===== src/rtl/cfgseq_pkg.sv =====
package cfgseq_pkg;

    typedef enum logic [2:0] {
        ST_IDLE,
        ST_CHECK,
        ST_CLEAR,
        ST_ISSUE,
        ST_POLL,
        ST_WAIT,
        ST_RESPOND
    } seq_state_e;

    typedef enum logic [2:0] {
        RC_OK       = 3'd0,
        RC_UNSUPP   = 3'd1,
        RC_RETRY    = 3'd2,
        RC_ABORT    = 3'd3,
        RC_UNKNOWN  = 3'd4,
        RC_CPL_ERR  = 3'd5,
        RC_TIMEOUT  = 3'd6,
        RC_REFUSED  = 3'd7
    } rsp_code_e;

    localparam logic [31:0] SUBST_UNSUPP = 32'hFFFF_FFFF;
    localparam logic [31:0] SUBST_RETRY  = 32'hFFFF_0001;

    function automatic logic [31:0] size_mask(input logic [1:0] size);
        unique case (size)
            2'd0:    size_mask = 32'h0000_00FF;
            2'd1:    size_mask = 32'h0000_FFFF;
            default: size_mask = 32'hFFFF_FFFF;
        endcase
    endfunction

endpackage


===== src/rtl/cfgseq_req_build.sv =====
module cfgseq_req_build
    import cfgseq_pkg::*;
(
    input  logic        write,
    input  logic [7:0]  bus,
    input  logic [4:0]  dev,
    input  logic [2:0]  func,
    input  logic [11:0] off,
    input  logic [1:0]  size,
    input  logic [31:0] wdata,
    input  logic [7:0]  root_bus,
    output logic        refuse,
    output logic [3:0]  req_type,
    output logic [31:0] addr_lo,
    output logic [3:0]  strobe,
    output logic [31:0] wdata_al
);
    logic       remote;
    logic [3:0] lane_run;

    always_comb begin
        remote   = (bus != root_bus);
        refuse   = !remote && (dev != 5'd0);
        req_type = {2'b10, write, remote};
        addr_lo  = {4'b0000, bus, dev, func, off & 12'hFFC};
        unique case (size)
            2'd0:    lane_run = 4'b0001;
            2'd1:    lane_run = 4'b0011;
            default: lane_run = 4'b1111;
        endcase
        strobe   = lane_run << off[1:0];
        wdata_al = wdata << {off[1:0], 3'b000};
    end

endmodule


===== src/rtl/cfgseq_rsp_decode.sv =====
module cfgseq_rsp_decode
    import cfgseq_pkg::*;
(
    input  logic        write,
    input  logic [1:0]  off,
    input  logic [1:0]  size,
    input  logic [11:0] status,
    input  logic [31:0] rdata,
    output logic [2:0]  code,
    output logic        err,
    output logic        nonposted,
    output logic [31:0] data
);
    logic [2:0]  cpl;
    logic [31:0] raw;
    logic        use_data;
    logic        unused_low;

    assign unused_low = ^status[6:0];

    always_comb begin
        cpl       = status[9:7];
        nonposted = status[10];
        raw       = rdata;
        use_data  = 1'b0;
        unique case (cpl)
            3'd0: begin
                code     = status[11] ? RC_CPL_ERR : RC_OK;
                err      = status[11];
                use_data = !write && !status[11];
            end
            3'd1: begin
                code     = RC_UNSUPP;
                err      = write;
                raw      = SUBST_UNSUPP;
                use_data = !write;
            end
            3'd2: begin
                code     = RC_RETRY;
                err      = write;
                raw      = SUBST_RETRY;
                use_data = !write;
            end
            3'd4: begin
                code = RC_ABORT;
                err  = 1'b1;
            end
            default: begin
                code = RC_UNKNOWN;
                err  = 1'b1;
            end
        endcase
        data = use_data ? ((raw >> {off, 3'b000}) & size_mask(size)) : 32'd0;
    end

    always_comb begin
        if (!write && !err)
            a_r9_read_no_error_code : assert (code <= RC_RETRY)
                else $error("read without error carries an error code");
    end

endmodule


===== src/rtl/cfg_access_seq.sv =====
module cfg_access_seq
    import cfgseq_pkg::*;
#(
    parameter int MAX_POLLS = 10,
    parameter int POLL_GAP  = 100
) (
    input  logic        clk,
    input  logic        rst_n,
    input  logic [7:0]  root_bus,
    input  logic        req_valid,
    input  logic        req_write,
    input  logic [7:0]  req_bus,
    input  logic [4:0]  req_dev,
    input  logic [2:0]  req_func,
    input  logic [11:0] req_off,
    input  logic [1:0]  req_size,
    input  logic [31:0] req_wdata,
    output logic        busy,
    output logic        rsp_valid,
    output logic        rsp_err,
    output logic [2:0]  rsp_code,
    output logic        rsp_nonposted,
    output logic [31:0] rsp_rdata,
    output logic        bus_start,
    output logic        bus_done_ack,
    output logic [3:0]  bus_type,
    output logic [31:0] bus_addr_lo,
    output logic [31:0] bus_addr_hi,
    output logic [31:0] bus_wdata,
    output logic [3:0]  bus_strobe,
    input  logic        bus_done,
    input  logic [11:0] bus_status,
    input  logic [31:0] bus_rdata
);
    localparam int TRY_W = $clog2(MAX_POLLS + 1);
    localparam int GAP_W = $clog2(POLL_GAP + 1);
    localparam logic [TRY_W-1:0] LAST_TRY = TRY_W'(MAX_POLLS - 1);
    localparam logic [GAP_W-1:0] GAP_LOAD = GAP_W'(POLL_GAP - 1);

    seq_state_e state_q, state_d;

    logic        lat_write;
    logic [7:0]  lat_bus;
    logic [4:0]  lat_dev;
    logic [2:0]  lat_func;
    logic [11:0] lat_off;
    logic [1:0]  lat_size;
    logic [31:0] lat_wdata;
    logic [7:0]  lat_root;

    logic [TRY_W-1:0] tries_q;
    logic [GAP_W-1:0] gap_q;

    logic [2:0]  res_code;
    logic        res_err;
    logic        res_np;
    logic [31:0] res_data;

    logic        refuse_w;
    logic [3:0]  type_w;
    logic [31:0] addr_w;
    logic [3:0]  strobe_w;
    logic [31:0] wdata_w;

    logic [2:0]  dec_code;
    logic        dec_err;
    logic        dec_np;
    logic [31:0] dec_data;

    cfgseq_req_build u_build (
        .write    (lat_write),
        .bus      (lat_bus),
        .dev      (lat_dev),
        .func     (lat_func),
        .off      (lat_off),
        .size     (lat_size),
        .wdata    (lat_wdata),
        .root_bus (lat_root),
        .refuse   (refuse_w),
        .req_type (type_w),
        .addr_lo  (addr_w),
        .strobe   (strobe_w),
        .wdata_al (wdata_w)
    );

    cfgseq_rsp_decode u_decode (
        .write     (lat_write),
        .off       (lat_off[1:0]),
        .size      (lat_size),
        .status    (bus_status),
        .rdata     (bus_rdata),
        .code      (dec_code),
        .err       (dec_err),
        .nonposted (dec_np),
        .data      (dec_data)
    );

    always_comb begin
        state_d = state_q;
        unique case (state_q)
            ST_IDLE:    if (req_valid) state_d = ST_CHECK;
            ST_CHECK:   state_d = refuse_w ? ST_RESPOND : ST_CLEAR;
            ST_CLEAR:   state_d = ST_ISSUE;
            ST_ISSUE:   state_d = ST_POLL;
            ST_POLL: begin
                if (bus_done || tries_q == LAST_TRY) state_d = ST_RESPOND;
                else                                 state_d = ST_WAIT;
            end
            ST_WAIT:    if (gap_q == '0) state_d = ST_POLL;
            ST_RESPOND: state_d = ST_IDLE;
            default:    state_d = ST_IDLE;
        endcase
    end

    always_ff @(posedge clk or negedge rst_n) begin
        if (!rst_n) state_q <= ST_IDLE;
        else        state_q <= state_d;
    end

    always_ff @(posedge clk or negedge rst_n) begin
        if (!rst_n) begin
            lat_write <= 1'b0;
            lat_bus   <= '0;
            lat_dev   <= '0;
            lat_func  <= '0;
            lat_off   <= '0;
            lat_size  <= '0;
            lat_wdata <= '0;
            lat_root  <= '0;
            tries_q   <= '0;
            gap_q     <= '0;
            res_code  <= RC_OK;
            res_err   <= 1'b0;
            res_np    <= 1'b0;
            res_data  <= '0;
        end else begin
            unique case (state_q)
                ST_IDLE: begin
                    if (req_valid) begin
                        lat_write <= req_write;
                        lat_bus   <= req_bus;
                        lat_dev   <= req_dev;
                        lat_func  <= req_func;
                        lat_off   <= req_off;
                        lat_size  <= req_size;
                        lat_wdata <= req_wdata;
                        lat_root  <= root_bus;
                    end
                end
                ST_CHECK: begin
                    if (refuse_w) begin
                        res_code <= RC_REFUSED;
                        res_err  <= 1'b0;
                        res_np   <= 1'b0;
                        res_data <= lat_write ? 32'd0 : size_mask(lat_size);
                    end
                end
                ST_CLEAR: tries_q <= '0;
                ST_POLL: begin
                    if (bus_done) begin
                        res_code <= dec_code;
                        res_err  <= dec_err;
                        res_np   <= dec_np;
                        res_data <= dec_data;
                    end else if (tries_q == LAST_TRY) begin
                        res_code <= RC_TIMEOUT;
                        res_err  <= 1'b1;
                        res_np   <= 1'b0;
                        res_data <= '0;
                    end else begin
                        tries_q <= tries_q + 1'b1;
                        gap_q   <= GAP_LOAD;
                    end
                end
                ST_WAIT: gap_q <= gap_q - 1'b1;
                default: ;
            endcase
        end
    end

    always_comb begin
        busy          = (state_q != ST_IDLE);
        rsp_valid     = (state_q == ST_RESPOND);
        rsp_err       = res_err;
        rsp_code      = res_code;
        rsp_nonposted = res_np;
        rsp_rdata     = res_data;
        bus_start     = (state_q == ST_ISSUE) || (state_q == ST_POLL) || (state_q == ST_WAIT);
        bus_done_ack  = (state_q == ST_CLEAR);
        bus_type      = type_w;
        bus_addr_lo   = addr_w;
        bus_addr_hi   = 32'd0;
        bus_wdata     = wdata_w;
        bus_strobe    = strobe_w;
    end

    a_r1_busy_through_rsp : assert property (@(posedge clk) disable iff (!rst_n)
        rsp_valid |-> busy);
    a_r1_idle_after_rsp : assert property (@(posedge clk) disable iff (!rst_n)
        rsp_valid |=> !busy);
    a_r11_single_pulse : assert property (@(posedge clk) disable iff (!rst_n)
        rsp_valid |=> !rsp_valid);
    a_r3_refused_not_issued : assert property (@(posedge clk) disable iff (!rst_n)
        bus_start |-> !(lat_bus == lat_root && lat_dev != 5'd0));
    a_r6_ack_without_start : assert property (@(posedge clk) disable iff (!rst_n)
        bus_done_ack |-> !bus_start);
    a_r6_ack_before_start : assert property (@(posedge clk) disable iff (!rst_n)
        $rose(bus_start) |-> $past(bus_done_ack));
    a_r4_addr_steady : assert property (@(posedge clk) disable iff (!rst_n)
        (bus_start && $past(bus_start)) |-> ($stable(bus_addr_lo) && bus_addr_hi == 32'd0));
    a_r2_type_range : assert property (@(posedge clk) disable iff (!rst_n)
        bus_start |-> (bus_type[3:2] == 2'b10));
    a_r7_poll_bound : assert property (@(posedge clk) disable iff (!rst_n)
        busy |-> (tries_q <= LAST_TRY));

endmodule


===== config.mk =====
export PLATFORM = sky130hd
export DESIGN_NAME = cfg_access_seq
export DESIGN_NICKNAME = d
export VERILOG_FILES = /design/src/rtl/cfgseq_pkg.sv /design/src/rtl/cfgseq_req_build.sv /design/src/rtl/cfgseq_rsp_decode.sv /design/src/rtl/cfg_access_seq.sv
export SDC_FILE = /design/constraint.sdc
export NUM_CORES = 1
export LEC_CHECK = 0
export BUFFER_PORTS_ARGS = -buffer_cell sky130_fd_sc_hd__buf_2
export CORE_MARGIN = 5
export CORE_UTILIZATION = 47
export CTS_BUF_LIST = sky130_fd_sc_hd__clkbuf_8
export CTS_CLUSTER_DIAMETER = 50
export DETAILED_ROUTE_END_ITERATION = 6
export PLACE_DENSITY_LB_ADDON = 0.2
export SETUP_SLACK_MARGIN = 0.05
export SYNTH_ARGS = -nofsm -noshare
export SYNTH_HDL_FRONTEND = slang
export SYNTH_SLANG_ARGS = --single-unit
export TNS_END_PERCENT = 50

===== constraint.sdc =====
create_clock -name clk -period 1.9 [get_ports clk]
set_input_delay 0.38 -clock clk [delete_from_list [all_inputs] [get_ports clk]]
set_output_delay 0.38 -clock clk [all_outputs]
set_load 0.02 [all_outputs]

=== Word level (Yosys, flattened, before mapping) ===
Index checks and enable logic that the tools add are counted.
W data, S select, Z words.

* Add/subtract/negate cells: 2
* Eq/ne operators: 18
* Multiplexer cells: 35
* Reduce and logical (&&, ||, !) cells: 23
* Shift operators: 3
* Bitwise logic cells: 1

{| class="wikitable"
|+ Operator list
! kind !! count
|-
| $pmux W32 S2 || 3
|-
| $mux W32 || 5
|-
| $and A32 B32 Y32 || 1
|-
| $shl A32 B5 Y32 || 1
|-
| $shr A32 B5 Y32 || 1
|-
| $mux W3 || 7
|-
| $pmux W3 S6 || 1
|-
| $pmux W4 S2 || 2
|-
| $mux W7 || 2
|-
| $pmux W7 S2 || 1
|-
| $eq A3 B3 Y1 const B || 4
|-
| $pmux W3 S4 || 1
|-
| $ne A2 B2 Y1 const B || 5
|-
| $eq A3 B2 Y1 const B || 3
|-
| $reduce_and A3 Y1 || 3
|-
| $mux W4 || 2
|-
| $ne A8 B8 Y1 || 1
|-
| $pmux W1 S2 || 4
|-
| $logic_not A7 Y1 || 1
|-
| $sub A7 B1 Y7 const B || 1
|-
| $eq A3 B1 Y1 const B || 2
|-
| $logic_not A3 Y1 || 2
|-
| $pmux W3 S2 || 1
|-
| $reduce_bool A2 Y1 || 3
|-
| 15 further kinds || 25
|}

* Word-level logic and storage cells: 97
* Register bits: 122
* Bits of input ports: 119

=== Logic depth before layout (Yosys ltp) ===
Gate-level depths: netlist (run 1).

* Depth after elaboration: 7
* Gate-level depth with buffers: 7
* Gate-level depth less buffers: 6

=== Hierarchy ===
Synthesis (run 1) repeated with hierarchy kept, for this count alone.

* Cells, all modules: 701
* Area, all modules: 7667.4 sq um

{| class="wikitable"
|+ By module, submodules not included
! module !! sequential area each (sq um) !! cells each !! times used !! area an instance (sq um)
|-
| cfg_access_seq || 3052.9 || 406 || 1 || 5693.0
|-
| cfgseq_rsp_decode || 0.0 || 155 || 1 || 1027.2
|-
| cfgseq_req_build || 0.0 || 140 || 1 || 947.2
|}

=== Least setup slack after synthesis (run 1) ===
OpenSTA, ideal clock, no wires.

* Path type: register to output
* Start: reg lat_off[1]
* End: out bus_wdata[16]
* Arrival: 1.726 ns
* Data required time: 1.520 ns
* Path buffers: 3
* Setup slack: -0.206 ns
* Cell stages (with the launch flop): 6
* Path through: dfrtp_1 > clkbuf_1 > clkbuf_1 > buf_2 > mux2i_1 > o21ai_0

* Longest elaborated chain between the ends: 1

{| class="wikitable"
|+ Ends and longest elaborated chain
! element !! RTL line !! text
|-
| start: declaration || cfg_access_seq.sv:46 || <nowiki>logic [11:0] lat_off;</nowiki>
|-
| start signal: assignment || cfg_access_seq.sv:144 || <nowiki>lat_off <= req_off;</nowiki>
|-
| $shl A32 B5 Y32 || cfgseq_req_build.sv:32 || <nowiki>wdata_al = wdata << {off[1:0], 3'b000};</nowiki>
|-
| end: declaration || cfg_access_seq.sv:29 || <nowiki>output logic [31:0] bus_wdata,</nowiki>
|}

No other way between the ends.

=== Worst setup path in the final report (run 1) ===
* Start: reg lat_off[0]
* End: out bus_wdata[27]

Same word-level chain as after synthesis.

==> flow_summary.html, run 1 <==
<table>
<tr><th>Metric</th><th>Value</th></tr>
<tr><th colspan="2">Place</th></tr>
<tr><td>Count of port buffers added during placement</td><td>216</td></tr>
<tr><td>Post-detailed-placement half-perimeter wirelength</td><td>16500 microns</td></tr>
<tr><td>Worst setup slack after placement</td><td>-0.582 ns</td></tr>
<tr><td>Standard cell area after detailed placement</td><td>8710 sq um</td></tr>
<tr><td>Final Wtd Congestion</td><td>0.848</td></tr>
<tr><th colspan="2">Timing</th></tr>
<tr><td>Final hold violation count</td><td>0</td></tr>
<tr><td>Tcrit/Tclk final</td><td>111%</td></tr>
<tr><td>Worst slew pin tran</td><td>0.501 ns</td></tr>
<tr><td>Crit path setup slack, layout</td><td>-0.202 ns</td></tr>
<tr><td>Worst slew margin relative to its limit</td><td>66.5%</td></tr>
<tr><td>Setup skew after layout</td><td>0.0129 ns</td></tr>
<tr><td>Unrepaired setup endpoints after global routing</td><td>true</td></tr>
<tr><td>Count of final setup violators</td><td>96</td></tr>
<tr><td>Crit path time final</td><td>2.10 ns</td></tr>
<tr><td>Max-slew violation count</td><td>0</td></tr>
<tr><td>Highest attainable clock frequency</td><td>0.476 GHz</td></tr>
<tr><th colspan="2">GRT</th></tr>
<tr><td>Pin count of the biggest net entering global routing</td><td>44</td></tr>
<tr><td>Global route total overflow</td><td>0</td></tr>
<tr><td>GRT Resource Usage Total</td><td>24.3%</td></tr>
<tr><td>Wire length of the first global-routing pass</td><td>34700 microns</td></tr>
<tr><td>Number of antenna violations at the first check in global routing</td><td>1</td></tr>
<tr><td>Via count of the first global-routing pass</td><td>6650</td></tr>
<tr><th colspan="2">Die</th></tr>
<tr><td>Area of the core</td><td>15200 sq um</td></tr>
<tr><td>Die height</td><td>134 microns</td></tr>
<tr><td>Die Footprint</td><td>18000 sq um</td></tr>
<tr><td>Die outline width</td><td>134 microns</td></tr>
<tr><td>Starting density of the core</td><td>47.7%</td></tr>
<tr><td>Total number of placement rows</td><td>45</td></tr>
<tr><td>I/O pins</td><td>264</td></tr>
<tr><th colspan="2">Clock tree</th></tr>
<tr><td>Clock sink count</td><td>122</td></tr>
<tr><td>Number of buffers inserted during clock tree synthesis</td><td>17</td></tr>
<tr><td>Clock slew seen by the registers of the worst setup and hold paths</td><td>0.08 ns</td></tr>
<tr><td>Buffer levels on the longest clock path</td><td>2</td></tr>
<tr><td>Master cell of the clock root buffer</td><td>clkbuf_8</td></tr>
<tr><td>Worst skew pair latency</td><td>0.46 ns</td></tr>
<tr><td>Number of levels in the clock H-tree</td><td>4</td></tr>
<tr><td>CTS tree</td><td>done</td></tr>
<tr><th colspan="2">Critical path</th></tr>
<tr><td>Largest driver fanout on the critical path</td><td>9</td></tr>
<tr><td>CP Launch Type</td><td>flip-flop</td></tr>
<tr><td>CP Launch Point</td><td>lat_off[0]</td></tr>
<tr><td>Endpoint arrival time on the critical path</td><td>1.72 ns</td></tr>
<tr><td>R2r startpoint</td><td>lat_dev[0]</td></tr>
<tr><td>Critical Path End Type</td><td>primary output</td></tr>
<tr><td>Start-to-end type of the worst setup path</td><td>flip-flop to primary output</td></tr>
<tr><td>Required time at the endpoint of the critical path</td><td>1.52 ns</td></tr>
<tr><th colspan="2">Finish</th></tr>
<tr><td>Fraction of final layout cells sized beyond drive strength 1</td><td>54.8%</td></tr>
<tr><td>Post-route cell area</td><td>10700 sq um</td></tr>
<tr><td>Antenna cell count</td><td>0</td></tr>
<tr><td>Synthesis-to-finish area growth</td><td>47.6%</td></tr>
<tr><td>Layout Nets</td><td>1104</td></tr>
<tr><td>Number of fill cells</td><td>1108</td></tr>
<tr><th colspan="2">Pwr</th></tr>
<tr><td>Net switching power of the design</td><td>8.55 mW</td></tr>
<tr><td>Maximum vdd ir drop</td><td>1390 uV</td></tr>
<tr><td>Part of the power in registers</td><td>24.6%</td></tr>
<tr><td>Static leakage power</td><td>4.95 nW</td></tr>
<tr><td>Cell-internal power</td><td>11.7 mW</td></tr>
<tr><td>Combinational group share of total power</td><td>62.5%</td></tr>
<tr><td>Share of total power in the clock network</td><td>13.0%</td></tr>
<tr><td>Net switching share of the total power</td><td>42.2%</td></tr>
<tr><td>Power density cells</td><td>1890 nW/um^2</td></tr>
<tr><th colspan="2">Logic synthesis</th></tr>
<tr><td>Netlist cell types</td><td>68</td></tr>
<tr><td>Mapped cell area</td><td>7260 sq um</td></tr>
<tr><td>Ys flop type</td><td>dfrtp_1</td></tr>
<tr><td>Register area share after synthesis</td><td>42.1%</td></tr>
<tr><td>Async set-or-reset flop fraction in the synthesized netlist</td><td>100%</td></tr>
<tr><td>Mean instance size in the synthesized netlist</td><td>10.4 sq um</td></tr>
<tr><td>Gate count of the mapped netlist</td><td>696</td></tr>
<tr><td>YS warnings</td><td>0</td></tr>
<tr><td>Post-synth EDFFs</td><td>0</td></tr>
<tr><td>Flops &amp; latches, synth</td><td>122</td></tr>
<tr><th colspan="2">Min path</th></tr>
<tr><td>Hold Crit Start</td><td>req_write</td></tr>
<tr><td>HP Class</td><td>primary input to flip-flop</td></tr>
<tr><th colspan="2">Outcome</th></tr>
<tr><td>Violations in the final reports</td><td>setup timing</td></tr>
<tr><td>Result of the run</td><td>finished with violations</td></tr>
<tr><th colspan="2">Drt</th></tr>
<tr><td>Vias per Instance</td><td>5.59</td></tr>
<tr><td>Routed wire length per instance</td><td>20.4 microns</td></tr>
<tr><td>Detailed Route Iter0 Violations</td><td>334</td></tr>
<tr><td>Routed via count</td><td>6613</td></tr>
<tr><td>Number of DRC violations after detailed routing</td><td>0</td></tr>
<tr><td>Final antenna-violating net count</td><td>0</td></tr>
<tr><td>Drt total wl</td><td>24200 microns</td></tr>
<tr><td>First drt pass iteration count</td><td>5</td></tr>
<tr><th colspan="2">Flow run</th></tr>
<tr><td>Max-cap check violation count</td><td>0</td></tr>
</table>
## per-stage QoR
stage / setup TNS (ns) / util (%) / power [mW] / cells / hold WS (ns)
2_1_floorplan: -0.0971 / - / 11.0 / 734 / 0.0844
3_3_place_gp: -12.75 / 57.3 / 13.8 / 1102 / 0.348
3_5_place_dp: -15.65 / 57.3 / 14.1 / 1102 / 0.361
4_1_cts: -8.66 / 64.2 / 18.0 / 1154 / 0.112
5_1_grt: -12.65 / 70.5 / 21.3 / 1183 / 0.133
6_report: -6.80 / 70.5 / 20.3 / 1183 / 0.124
## final cells by class
class | count | area, sq um | area share, %
clock buffers | 20 | 275 | 2.57
clock inverters | 12 | 171 | 1.60
inverters | 14 | 52.6 | 0.491
multi-input cells | 494 | 4340 | 40.5
flip-flops and latches | 122 | 3060 | 28.5
well taps | 188 | 235 | 2.20
repair buffers | 333 | 2580 | 24.1
## worst paths after layout
path | to | slack, ns | cells after the start
setup / recovery | bus_wdata[27] | -0.20 | 5
hold / removal | lat_write | 0.12 | 3
setup reg to reg | rsp_rdata[6] | -0.10 | 8
hold reg to reg | rsp_code[1] | 0.49 | 1
max in group asynchronous | rsp_rdata[9] | 0.88 | 3
min in group asynchronous | lat_bus[4] | 0.41 | 2
## power groups by stage
stage               Sequential, mW  Combinational [mW]  Clock [mW]
floorplan                     5.24                5.74           0
finish                        4.98                12.7        2.63
global placement              4.67                9.15           0
global route                  5.14                13.4        2.78
CTS                           4.85                10.5        2.65
detailed placement            4.76                9.34           0
## per-layer routing
layer	vias to the layer above	GRT usage [%]	share of wire [%]
li1	3022	-	-
met1	3242	28.8	39
met2	305	42.1	50
met3	42	7.95	8.6
met4	2	7.13	2.0
met5	-	0	0.074
## Yosys cell counts, types with 10 or more instances
| master | count | share of area, % |
|---|---|---|
| a21oi_1 | 39 | 2.7 |
| nor2_1 | 24 | 1.2 |
| mux2_2 | 88 | 14 |
| mux2i_1 | 27 | 3.7 |
| o21ai_0 | 50 | 3.4 |
| dfrtp_1 | 122 | 42 |
| nand2_1 | 20 | 1.0 |
| a311oi_1 | 12 | 1.4 |
| clkbuf_1 | 23 | 1.2 |
| o211ai_1 | 13 | 1.3 |
| buf_4 | 58 | 6.0 |
| inv_1 | 14 | 0.72 |
| a31oi_1 | 10 | 0.86 |
| nor2b_1 | 21 | 1.8 |
| xnor2_1 | 11 | 1.3 |
| buf_2 | 18 | 1.2 |
## flip-flops by register name, summed over array words and instances, names as in the netlist
signal         cells
gap_q              7
lat_bus            8
lat_dev            5
lat_func           3
lat_off           12
lat_root           8
lat_size           2
lat_wdata         32
lat_write          1
rsp_code           3
rsp_err            1
rsp_nonposted      1
rsp_rdata         32
state_q            3
tries_q            4
## kinds of logic (layout without fill, tap and decap cells)
group / count (synthesis) / in the layout / synth area share [%]
compound gates: 185 / 185 / 16.8
simple gates: 131 / 131 / 10.9
flops: 122 / 122 / 42.1
mux: 120 / 120 / 18.2
buf+inv: 118 / 379 / 9.64
xor+xnor: 15 / 15 / 1.81
fa+ha+maj: 3 / 3 / 0.517
other cells: 2 / 40 / 0.103
## cell usage in the layout (no fill, tap or decap), drive strengths merged, types with 11 or more instances in the layout
cell type	count
buf	323
dfrtp	122
mux2	93
o21ai	51
conb	40
a21oi	39
clkbuf	29
mux2i	27
nor2	25
nor2b	21
nand2	20
inv	15
o211ai	13
a311oi	12
xnor2	11
## critical path, stage by stage, from the launching register on
cell       delay [ns]
dfrtp_2          0.49
buf_4            0.18
clkbuf_16        0.16
a211oi_2         0.20
a21oi_2          0.07
buf_4            0.16
## what timing repair did
item	CTS	global route
buffers inserted	15	22
endpoints found under the setup margin	145	148
hold endpoints to repair	29	0
resized for setup	94	128
hold buffers	1	0
cloned	4	9
pin swaps	10	17
Note: power is estimated with default switching activity, not from simulation.
==> run 2, diff against run 1 <==
--- a/config.mk
+++ b/config.mk
@@ -7,5 +7,5 @@
 export LEC_CHECK = 0
 export BUFFER_PORTS_ARGS = -buffer_cell sky130_fd_sc_hd__buf_2
-export CORE_MARGIN = 5
+export CORE_MARGIN = 2
 export CORE_UTILIZATION = 47
 export CTS_BUF_LIST = sky130_fd_sc_hd__clkbuf_8
==> constraint.sdc (replaced) <==
create_clock -name clk -period 1.9 [get_ports clk]
set_input_delay 0.285 -clock clk [delete_from_list [all_inputs] [get_ports clk]]
set_output_delay 0.285 -clock clk [all_outputs]
set_load 0.02 [all_outputs]
==> run 2 against run 1 <==
  * Utilization fell by 2.2 points
  * Clock-buffer cell count is 2 higher
  * Sequential cell count stayed put
  * Global-route usage grew 2.0 points
  * The flow still finishes with violations (setup timing)
  * Sequential share of layout area increased by 1.1 points
  * First-iteration DRC count is 52% higher
  * Maximum frequency up 4.9%
  * Via count decreased by 0.60%
  * Cell area is 3.5% lower
  * Critical path type is now flip-flop to flip-flop
==> flow_summary.html, run 2 (synthesis results as in run 1) <==
<table>
<tr><th>Metric</th><th>Value</th></tr>
<tr><th colspan="2">Finish</th></tr>
<tr><td>Fraction of final layout cells sized beyond drive strength 1</td><td>53.2% (was 54.8%)</td></tr>
<tr><td>Most common cell after layout, fill and taps aside</td><td>buf_2 (unchanged)</td></tr>
<tr><td>Layout Nets</td><td>1076 (was 1104)</td></tr>
<tr><td>Total area of multi-input combinational cells</td><td>4300 sq um (was 4340 sq um)</td></tr>
<tr><td>Sequential Area</td><td>3060 sq um (about the same)</td></tr>
<tr><td>Fin util</td><td>68.2% (was 70.5%)</td></tr>
<tr><td>Number of fill cells</td><td>1117 (was 1108)</td></tr>
<tr><td>Commonest non-fill, non-tap cells in the layout</td><td>buf_2, dfrtp_1, buf_4 (unchanged)</td></tr>
<tr><td>Post-route cell area</td><td>10300 sq um (was 10700 sq um)</td></tr>
<tr><td>Antenna cell count</td><td>0 (unchanged)</td></tr>
<tr><td>Synthesis-to-finish area growth</td><td>42.4% (was 47.6%)</td></tr>
<tr><th colspan="2">GRT</th></tr>
<tr><td>Via count of the first global-routing pass</td><td>6353 (was 6650)</td></tr>
<tr><td>Number of antenna violations at the first check in global routing</td><td>0 (was 1)</td></tr>
<tr><td>Pin count of the biggest net entering global routing</td><td>47 (was 44)</td></tr>
<tr><td>GRT Resource Usage Total</td><td>26.2% (was 24.3%)</td></tr>
<tr><td>Wire length of the first global-routing pass</td><td>33600 microns (was 34700 microns)</td></tr>
<tr><td>Global route total overflow</td><td>0 (unchanged)</td></tr>
<tr><th colspan="2">Critical path</th></tr>
<tr><td>Critical Path End Type</td><td>flip-flop (was primary output)</td></tr>
<tr><td>Required time at the endpoint of the critical path</td><td>2.23 ns (was 1.52 ns)</td></tr>
<tr><td>CP Launch Point</td><td>state_q[1] (was lat_off[0])</td></tr>
<tr><td>R2r startpoint</td><td>state_q[1] (was lat_dev[0])</td></tr>
<tr><td>CP Launch Type</td><td>flip-flop (unchanged)</td></tr>
<tr><td>Endpoint arrival time on the critical path</td><td>2.33 ns (was 1.72 ns)</td></tr>
<tr><td>Start-to-end type of the worst setup path</td><td>flip-flop to flip-flop (was flip-flop to primary output)</td></tr>
<tr><td>Largest driver fanout on the critical path</td><td>11 (was 9)</td></tr>
<tr><th colspan="2">Pwr</th></tr>
<tr><td>Maximum vdd ir drop</td><td>1320 uV (was 1390 uV)</td></tr>
<tr><td>Static leakage power</td><td>4.77 nW (was 4.95 nW)</td></tr>
<tr><td>Total design power</td><td>19.2 mW (was 20.3 mW)</td></tr>
<tr><td>Power density cells</td><td>1850 nW/um^2 (was 1890 nW/um^2)</td></tr>
<tr><th colspan="2">Timing</th></tr>
<tr><td>Count of final setup violators</td><td>53 (was 96)</td></tr>
<tr><td>Max-slew violation count</td><td>0 (unchanged)</td></tr>
<tr><td>Final hold violation count</td><td>0 (unchanged)</td></tr>
<tr><td>Fin Hold WS</td><td>0.0423 ns (was 0.124 ns)</td></tr>
<tr><td>Unrepaired setup endpoints after global routing</td><td>true (unchanged)</td></tr>
<tr><td>Highest attainable clock frequency</td><td>0.499 GHz (was 0.476 GHz)</td></tr>
<tr><td>Crit path time final</td><td>2.00 ns (was 2.10 ns)</td></tr>
<tr><td>Worst slew pin tran</td><td>1.04 ns (was 0.501 ns)</td></tr>
<tr><td>Setup skew after layout</td><td>0.00946 ns (was 0.0129 ns)</td></tr>
<tr><td>Tcrit/Tclk final</td><td>105% (was 111%)</td></tr>
<tr><td>Worst slew margin relative to its limit</td><td>30.6% (was 66.5%)</td></tr>
<tr><td>Crit path setup slack, layout</td><td>-0.103 ns (was -0.202 ns)</td></tr>
<tr><th colspan="2">Drt</th></tr>
<tr><td>Routed wire length per instance</td><td>20.1 microns (was 20.4 microns)</td></tr>
<tr><td>Final antenna-violating net count</td><td>0 (unchanged)</td></tr>
<tr><td>Vias per Instance</td><td>5.71 (was 5.59)</td></tr>
<tr><td>First drt pass iteration count</td><td>5 (unchanged)</td></tr>
<tr><td>Detailed Route Iter0 Violations</td><td>507 (was 334)</td></tr>
<tr><td>Number of DRC violations after detailed routing</td><td>0 (unchanged)</td></tr>
<tr><td>Drt total wl</td><td>23100 microns (was 24200 microns)</td></tr>
<tr><td>Routed via count</td><td>6573 (was 6613)</td></tr>
<tr><th colspan="2">Outcome</th></tr>
<tr><td>Result of the run</td><td>finished with violations (unchanged)</td></tr>
<tr><td>Violations in the final reports</td><td>setup timing (unchanged)</td></tr>
<tr><th colspan="2">Clock tree</th></tr>
<tr><td>Master cell of the clock root buffer</td><td>clkbuf_8 (unchanged)</td></tr>
<tr><td>Clock slew seen by the registers of the worst setup and hold paths</td><td>0.07 ns (was 0.08 ns)</td></tr>
<tr><td>Number of levels in the clock H-tree</td><td>4 (unchanged)</td></tr>
<tr><td>Buffer levels on the longest clock path</td><td>2 (unchanged)</td></tr>
<tr><td>CTS tree</td><td>done (unchanged)</td></tr>
<tr><td>Number of buffers inserted during clock tree synthesis</td><td>17 (unchanged)</td></tr>
<tr><td>Clock sink count</td><td>122 (unchanged)</td></tr>
<tr><td>Worst skew pair latency</td><td>0.45 ns (was 0.46 ns)</td></tr>
<tr><th colspan="2">Die</th></tr>
<tr><td>Area of the core</td><td>15100 sq um (was 15200 sq um)</td></tr>
<tr><td>Die Footprint</td><td>16500 sq um (was 18000 sq um)</td></tr>
<tr><td>Starting density of the core</td><td>47.9% (was 47.7%)</td></tr>
<tr><td>Total number of placement rows</td><td>45 (unchanged)</td></tr>
<tr><td>Die height</td><td>128 microns (was 134 microns)</td></tr>
<tr><td>Die outline width</td><td>128 microns (was 134 microns)</td></tr>
<tr><td>I/O pins</td><td>264 (unchanged)</td></tr>
<tr><th colspan="2">Place</th></tr>
<tr><td>Worst setup slack after placement</td><td>-0.0615 ns (was -0.582 ns)</td></tr>
<tr><td>Post-detailed-placement half-perimeter wirelength</td><td>15000 microns (was 16500 microns)</td></tr>
<tr><td>Count of port buffers added during placement</td><td>216 (unchanged)</td></tr>
<tr><td>Final Wtd Congestion</td><td>0.890 (was 0.848)</td></tr>
<tr><td>Standard cell area after detailed placement</td><td>8550 sq um (was 8710 sq um)</td></tr>
<tr><th colspan="2">Flow run</th></tr>
<tr><td>Max-cap check violation count</td><td>0 (unchanged)</td></tr>
<tr><th colspan="2">Min path</th></tr>
<tr><td>HP Class</td><td>primary input to flip-flop (unchanged)</td></tr>
<tr><td>Hold Crit Start</td><td>req_write (unchanged)</td></tr>
</table>
[run 2: per-stage QoR]
stage	instances	setup TNS (ns)
after detailed placement	1080	-0.906
after CTS	1128	-2.91
after global placement	1080	0
final	1152	-2.51
after floorplan	734	-0.00834
after global routing	1152	-6.31
[run 2: where the power goes]
| group | internal (mW) | total (mW) | switching (mW) |
|---|---|---|---|
| Sequential | 3.87 | 4.92 | 1.06 |
| Combinational | 5.87 | 12.0 | 6.11 |
| Clock | 1.18 | 2.26 | 1.08 |
[run 2: worst max-delay path, cell delays in order, from the launching register on]
cell	delay [ns]
dfrtp_1	0.39
or3b_4	0.42
o21bai_4	0.20
o31ai_4	0.23
buf_6	0.16
buf_12	0.15
mux2_2	0.34
[run 2: final cells by class]
cell class	instances	share of cell area (%)
Multi-Input combinational cell	494	41.7
Sequential cell	122	29.6
Timing Repair Buffer	305	22.3
Clock buffer	22	2.93
Tap cell	188	2.28
Clock inverter	7	0.666
Inverter	14	0.545
[run 2: repair_timing]
action                                 CTS  global route
setup endpoints to repair              141           150
pin swaps                                8            13
cloned                                   4             8
endpoints found under the hold margin   36             0
hold buffers                             1             0
buffers inserted                        14            17
resized for setup                      101           113
[run 2: final timing paths]
| check | end | slack (ns) | cells after the start |
|---|---|---|---|
| worst max-delay path | rsp_rdata[29] | -0.10 | 6 |
| worst min-delay path | lat_write | 0.04 | 3 |
| worst max register to register | rsp_rdata[29] | -0.10 | 6 |
| worst min register to register | lat_off[8] | 0.49 | 1 |
| max in group asynchronous | lat_off[0] | 0.87 | 3 |
| min in group asynchronous | lat_bus[5] | 0.35 | 2 |
[run 2: metal layers]
metal	share of wire, %	track usage [%]	wire, microns	vias to the layer above
met5	0	0	0	-
met4	2.1	7.24	476	0
met3	7.2	8.43	1680	41
met2	50	44.2	11500	284
met1	41	32.5	9440	3295
li1	-	-	-	2953
==> run 3, diff against run 2 <==
ABC_AREA = 1   (was unset)
CORE_UTILIZATION = 46   (was 47)
==> run 3 against run 2 <==
  * The run still ends with setup timing left
  * Utilization fell by 8.4 points
  * Register-to-register slack improved by 0.26 ns
  * Largest power group unchanged
  * Clock-buffer cell count fell by 4
  * Largest cell class unchanged
  * Clock skew barely moved
  * Synthesized cell count rose by 24%
==> flow_summary.html, run 3 <==
<table>
<tr><th>Metric</th><th>Value</th></tr>
<tr><th colspan="2">Finish</th></tr>
<tr><td>Total area of multi-input combinational cells</td><td>3460 sq um (was 4300 sq um)</td></tr>
<tr><td>Layout Nets</td><td>1194 (was 1076)</td></tr>
<tr><td>Sequential Area</td><td>3060 sq um (about the same)</td></tr>
<tr><td>Final instance count without filler cells</td><td>1274 (was 1152)</td></tr>
<tr><td>Fin util</td><td>59.8% (was 68.2%)</td></tr>
<tr><td>Synthesis-to-finish area growth</td><td>27.6% (was 42.4%)</td></tr>
<tr><td>Fraction of final layout cells sized beyond drive strength 1</td><td>36.7% (was 53.2%)</td></tr>
<tr><td>Number of fill cells</td><td>1422 (was 1117)</td></tr>
<tr><td>Commonest non-fill, non-tap cells in the layout</td><td>nand2_1, buf_2, dfrtp_1 (was buf_2, dfrtp_1, buf_4)</td></tr>
<tr><td>Post-route cell area</td><td>9030 sq um (was 10300 sq um)</td></tr>
<tr><td>Most common cell after layout, fill and taps aside</td><td>nand2_1 (was buf_2)</td></tr>
<tr><th colspan="2">Outcome</th></tr>
<tr><td>Violations in the final reports</td><td>setup timing (unchanged)</td></tr>
<tr><td>Result of the run</td><td>finished with violations (unchanged)</td></tr>
<tr><th colspan="2">Drt</th></tr>
<tr><td>Routed via count</td><td>6490 (was 6573)</td></tr>
<tr><td>Routed wire length per instance</td><td>15.5 microns (was 20.1 microns)</td></tr>
<tr><td>First drt pass iteration count</td><td>5 (unchanged)</td></tr>
<tr><td>Vias per Instance</td><td>5.09 (was 5.71)</td></tr>
<tr><td>Final antenna-violating net count</td><td>0 (unchanged)</td></tr>
<tr><td>Detailed Route Iter0 Violations</td><td>432 (was 507)</td></tr>
<tr><td>Number of DRC violations after detailed routing</td><td>0 (unchanged)</td></tr>
<tr><td>Drt total wl</td><td>19700 microns (was 23100 microns)</td></tr>
<tr><th colspan="2">Place</th></tr>
<tr><td>Placed Instances</td><td>1227 (was 1080)</td></tr>
<tr><td>Post-detailed-placement half-perimeter wirelength</td><td>14000 microns (was 15000 microns)</td></tr>
<tr><td>Standard cell area after detailed placement</td><td>8170 sq um (was 8550 sq um)</td></tr>
<tr><td>Count of port buffers added during placement</td><td>216 (unchanged)</td></tr>
<tr><td>Worst setup slack after placement</td><td>0.138 ns (was -0.0615 ns)</td></tr>
<tr><td>Final Wtd Congestion</td><td>0.880 (was 0.890)</td></tr>
<tr><th colspan="2">Logic synthesis</th></tr>
<tr><td>Mapped cell area</td><td>7080 sq um (was 7260 sq um)</td></tr>
<tr><td>YS warnings</td><td>0 (unchanged)</td></tr>
<tr><td>Biggest area contributors in the synthesized netlist</td><td>dfrtp_1, nand2_1, mux2_2 (was dfrtp_1, mux2_2, buf_4)</td></tr>
<tr><td>Netlist cell types</td><td>35 (was 68)</td></tr>
<tr><td>Register area share after synthesis</td><td>43.1% (was 42.1%)</td></tr>
<tr><td>Mean instance size in the synthesized netlist</td><td>8.23 sq um (was 10.4 sq um)</td></tr>
<tr><td>Yosys top cell area share</td><td>43.1% (was 42.1%)</td></tr>
<tr><td>Ys flop type</td><td>dfrtp_1 (unchanged)</td></tr>
<tr><td>Most numerous cell in the Yosys netlist</td><td>nand2_1 (was dfrtp_1)</td></tr>
<tr><td>Flops &amp; latches, synth</td><td>122 (unchanged)</td></tr>
<tr><td>Async set-or-reset flop fraction in the synthesized netlist</td><td>100% (unchanged)</td></tr>
<tr><td>List of most frequent post-synthesis cells</td><td>nand2_1, dfrtp_1, nand3_1, nor2_1, mux2_2 (was dfrtp_1, mux2_2, buf_4)</td></tr>
<tr><td>Post-synth EDFFs</td><td>0 (unchanged)</td></tr>
<tr><td>Largest area contributor in the synthesized netlist</td><td>dfrtp_1 (unchanged)</td></tr>
<tr><td>Gate count of the mapped netlist</td><td>860 (was 696)</td></tr>
<tr><th colspan="2">GRT</th></tr>
<tr><td>Wire length of the first global-routing pass</td><td>30700 microns (was 33600 microns)</td></tr>
<tr><td>Number of antenna violations at the first check in global routing</td><td>1 (was 0)</td></tr>
<tr><td>GRT Resource Usage Total</td><td>24.1% (was 26.2%)</td></tr>
<tr><td>Global route total overflow</td><td>0 (unchanged)</td></tr>
<tr><td>Via count of the first global-routing pass</td><td>6051 (was 6353)</td></tr>
<tr><td>Pin count of the biggest net entering global routing</td><td>53 (was 47)</td></tr>
<tr><th colspan="2">Clock tree</th></tr>
<tr><td>Clock sink count</td><td>122 (unchanged)</td></tr>
<tr><td>Clock slew seen by the registers of the worst setup and hold paths</td><td>0.09 ns (was 0.07 ns)</td></tr>
<tr><td>CTS tree</td><td>done (unchanged)</td></tr>
<tr><td>Buffer levels on the longest clock path</td><td>2 (unchanged)</td></tr>
<tr><td>Worst skew pair latency</td><td>0.45 ns (about the same)</td></tr>
<tr><td>Number of levels in the clock H-tree</td><td>4 (unchanged)</td></tr>
<tr><td>Number of buffers inserted during clock tree synthesis</td><td>17 (unchanged)</td></tr>
<tr><td>Master cell of the clock root buffer</td><td>clkbuf_8 (unchanged)</td></tr>
<tr><th colspan="2">Pwr</th></tr>
<tr><td>Cell-internal power</td><td>8.45 mW (was 10.9 mW)</td></tr>
<tr><td>Share of total power in the clock network</td><td>14.2% (was 11.8%)</td></tr>
<tr><td>Total design power</td><td>15.8 mW (was 19.2 mW)</td></tr>
<tr><td>Net switching power of the design</td><td>7.32 mW (was 8.24 mW)</td></tr>
<tr><td>Combinational group share of total power</td><td>55.8% (was 62.5%)</td></tr>
<tr><td>Maximum vdd ir drop</td><td>979 uV (was 1320 uV)</td></tr>
<tr><td>Static leakage power</td><td>4.83 nW (was 4.77 nW)</td></tr>
<tr><td>Power density cells</td><td>1750 nW/um^2 (was 1850 nW/um^2)</td></tr>
<tr><td>Net switching share of the total power</td><td>46.4% (was 43.0%)</td></tr>
<tr><td>Part of the power in registers</td><td>30.1% (was 25.7%)</td></tr>
<tr><th colspan="2">Flow run</th></tr>
<tr><td>Max-cap check violation count</td><td>0 (unchanged)</td></tr>
<tr><th colspan="2">Min path</th></tr>
<tr><td>HP Class</td><td>primary input to flip-flop (unchanged)</td></tr>
<tr><th colspan="2">Timing</th></tr>
<tr><td>Tcrit/Tclk final</td><td>104% (was 105%)</td></tr>
<tr><td>Max-slew violation count</td><td>0 (unchanged)</td></tr>
<tr><td>Fin Hold WS</td><td>0.0576 ns (was 0.0423 ns)</td></tr>
<tr><td>Crit path setup slack, layout</td><td>-0.0704 ns (was -0.103 ns)</td></tr>
<tr><td>Crit path time final</td><td>1.97 ns (was 2.00 ns)</td></tr>
<tr><td>Setup_tns</td><td>-0.884 ns (was -2.51 ns)</td></tr>
<tr><td>Unrepaired setup endpoints after global routing</td><td>true (unchanged)</td></tr>
<tr><td>Setup skew after layout</td><td>0.00984 ns (was 0.00946 ns)</td></tr>
<tr><td>Final hold violation count</td><td>0 (unchanged)</td></tr>
<tr><td>Highest attainable clock frequency</td><td>0.508 GHz (was 0.499 GHz)</td></tr>
<tr><td>Count of final setup violators</td><td>21 (was 53)</td></tr>
<tr><th colspan="2">Die</th></tr>
<tr><td>Total number of placement rows</td><td>45 (unchanged)</td></tr>
<tr><td>Die Footprint</td><td>16400 sq um (was 16500 sq um)</td></tr>
<tr><td>Area of the core</td><td>15100 sq um (about the same)</td></tr>
<tr><td>Starting density of the core</td><td>46.9% (was 47.9%)</td></tr>
<tr><td>Die height</td><td>128 microns (about the same)</td></tr>
<tr><td>I/O pins</td><td>264 (unchanged)</td></tr>
<tr><td>Die outline width</td><td>128 microns (about the same)</td></tr>
<tr><th colspan="2">Critical path</th></tr>
<tr><td>Largest driver fanout on the critical path</td><td>6 (was 11)</td></tr>
<tr><td>Start-to-end type of the worst setup path</td><td>flip-flop to primary output (was flip-flop to flip-flop)</td></tr>
<tr><td>Endpoint arrival time on the critical path</td><td>1.69 ns (was 2.33 ns)</td></tr>
<tr><td>CP Launch Type</td><td>flip-flop (unchanged)</td></tr>
<tr><td>Critical Path End Type</td><td>primary output (was flip-flop)</td></tr>
<tr><td>Required time at the endpoint of the critical path</td><td>1.62 ns (was 2.23 ns)</td></tr>
</table>
run 3: power groups by stage:
| stage | Clock, mW | Combinational, mW | Sequential (mW) |
|---|---|---|---|
| 2_1_floorplan | 0 | 4.90 | 5.25 |
| 3_3_place_gp | 0 | 7.66 | 4.70 |
| 3_5_place_dp | 0 | 7.75 | 4.73 |
| 4_1_cts | 2.28 | 8.10 | 4.72 |
| 5_1_grt | 2.40 | 9.58 | 4.92 |
| 6_report | 2.23 | 8.79 | 4.74 |
run 3: cell families after synthesis:
family / share of synthesized area [%]
muxes: 10.8
AOI/OAI and AO/OA: 8.15
buffers and inverters: 12.4
and+or+nand+nor: 23.6
DFF: 43.1
xor gates and xnor gates: 1.24
other: 0.106
adders and majority gates: 0.531
run 3: path summary, 6_finish.rpt:
| check | from | end | slack (ns) | depth (start not counted) |
|---|---|---|---|---|
| worst max-delay path | lat_off[0] | bus_wdata[31] | -0.07 | 6 |
| worst min-delay path | root_bus[0] | lat_root[0] | 0.06 | 2 |
| worst max register to register | state_q[1] | rsp_rdata[31] | 0.16 | 7 |
| worst min register to register | gap_q[3] | gap_q[3] | 0.50 | 1 |
| max in group asynchronous | rst_n | lat_off[1] | 0.96 | 3 |
| min in group asynchronous | rst_n | rsp_code[1] | 0.30 | 2 |
run 3: layout make-up:
cell class / instances / area share, %
Multi-Input combinational cell: 619 / 38.4
Antenna cell: 1 / 0.0277
Inverter: 59 / 2.59
Sequential cell: 122 / 33.8
Tap cell: 188 / 2.61
Clock buffer: 18 / 2.74
Clock inverter: 14 / 1.37
Timing Repair Buffer: 253 / 18.4
run 3: worst max-delay path, stage by stage, from the launching register on:
cell and delay [ns]:
dfrtp_2 0.48, clkinv_4 0.11, nor2_4 0.18, buf_6 0.15
a22oi_1 0.06, o21ai_1 0.09, buf_4 0.16
run 3: per-layer routing:
metal  vias up  track usage (%)  wire [microns]
li1       3147                -               -
met1      3049             31.3            8350
met2       262             37.8            9260
met3        32             7.30            1590
met4         0             9.63             529
met5         -                0               0
run 3: what timing repair did:
| item | 4_1_cts | 5_1_grt |
|---|---|---|
| endpoints found under the setup margin | 37 | 75 |
| cloned | 2 | 2 |
| endpoints found under the hold margin | 26 | 0 |
| buffers inserted | 0 | 9 |
| pin swaps | 1 | 4 |
| hold buffers | 1 | 0 |
| gates resized for setup | 53 | 83 |
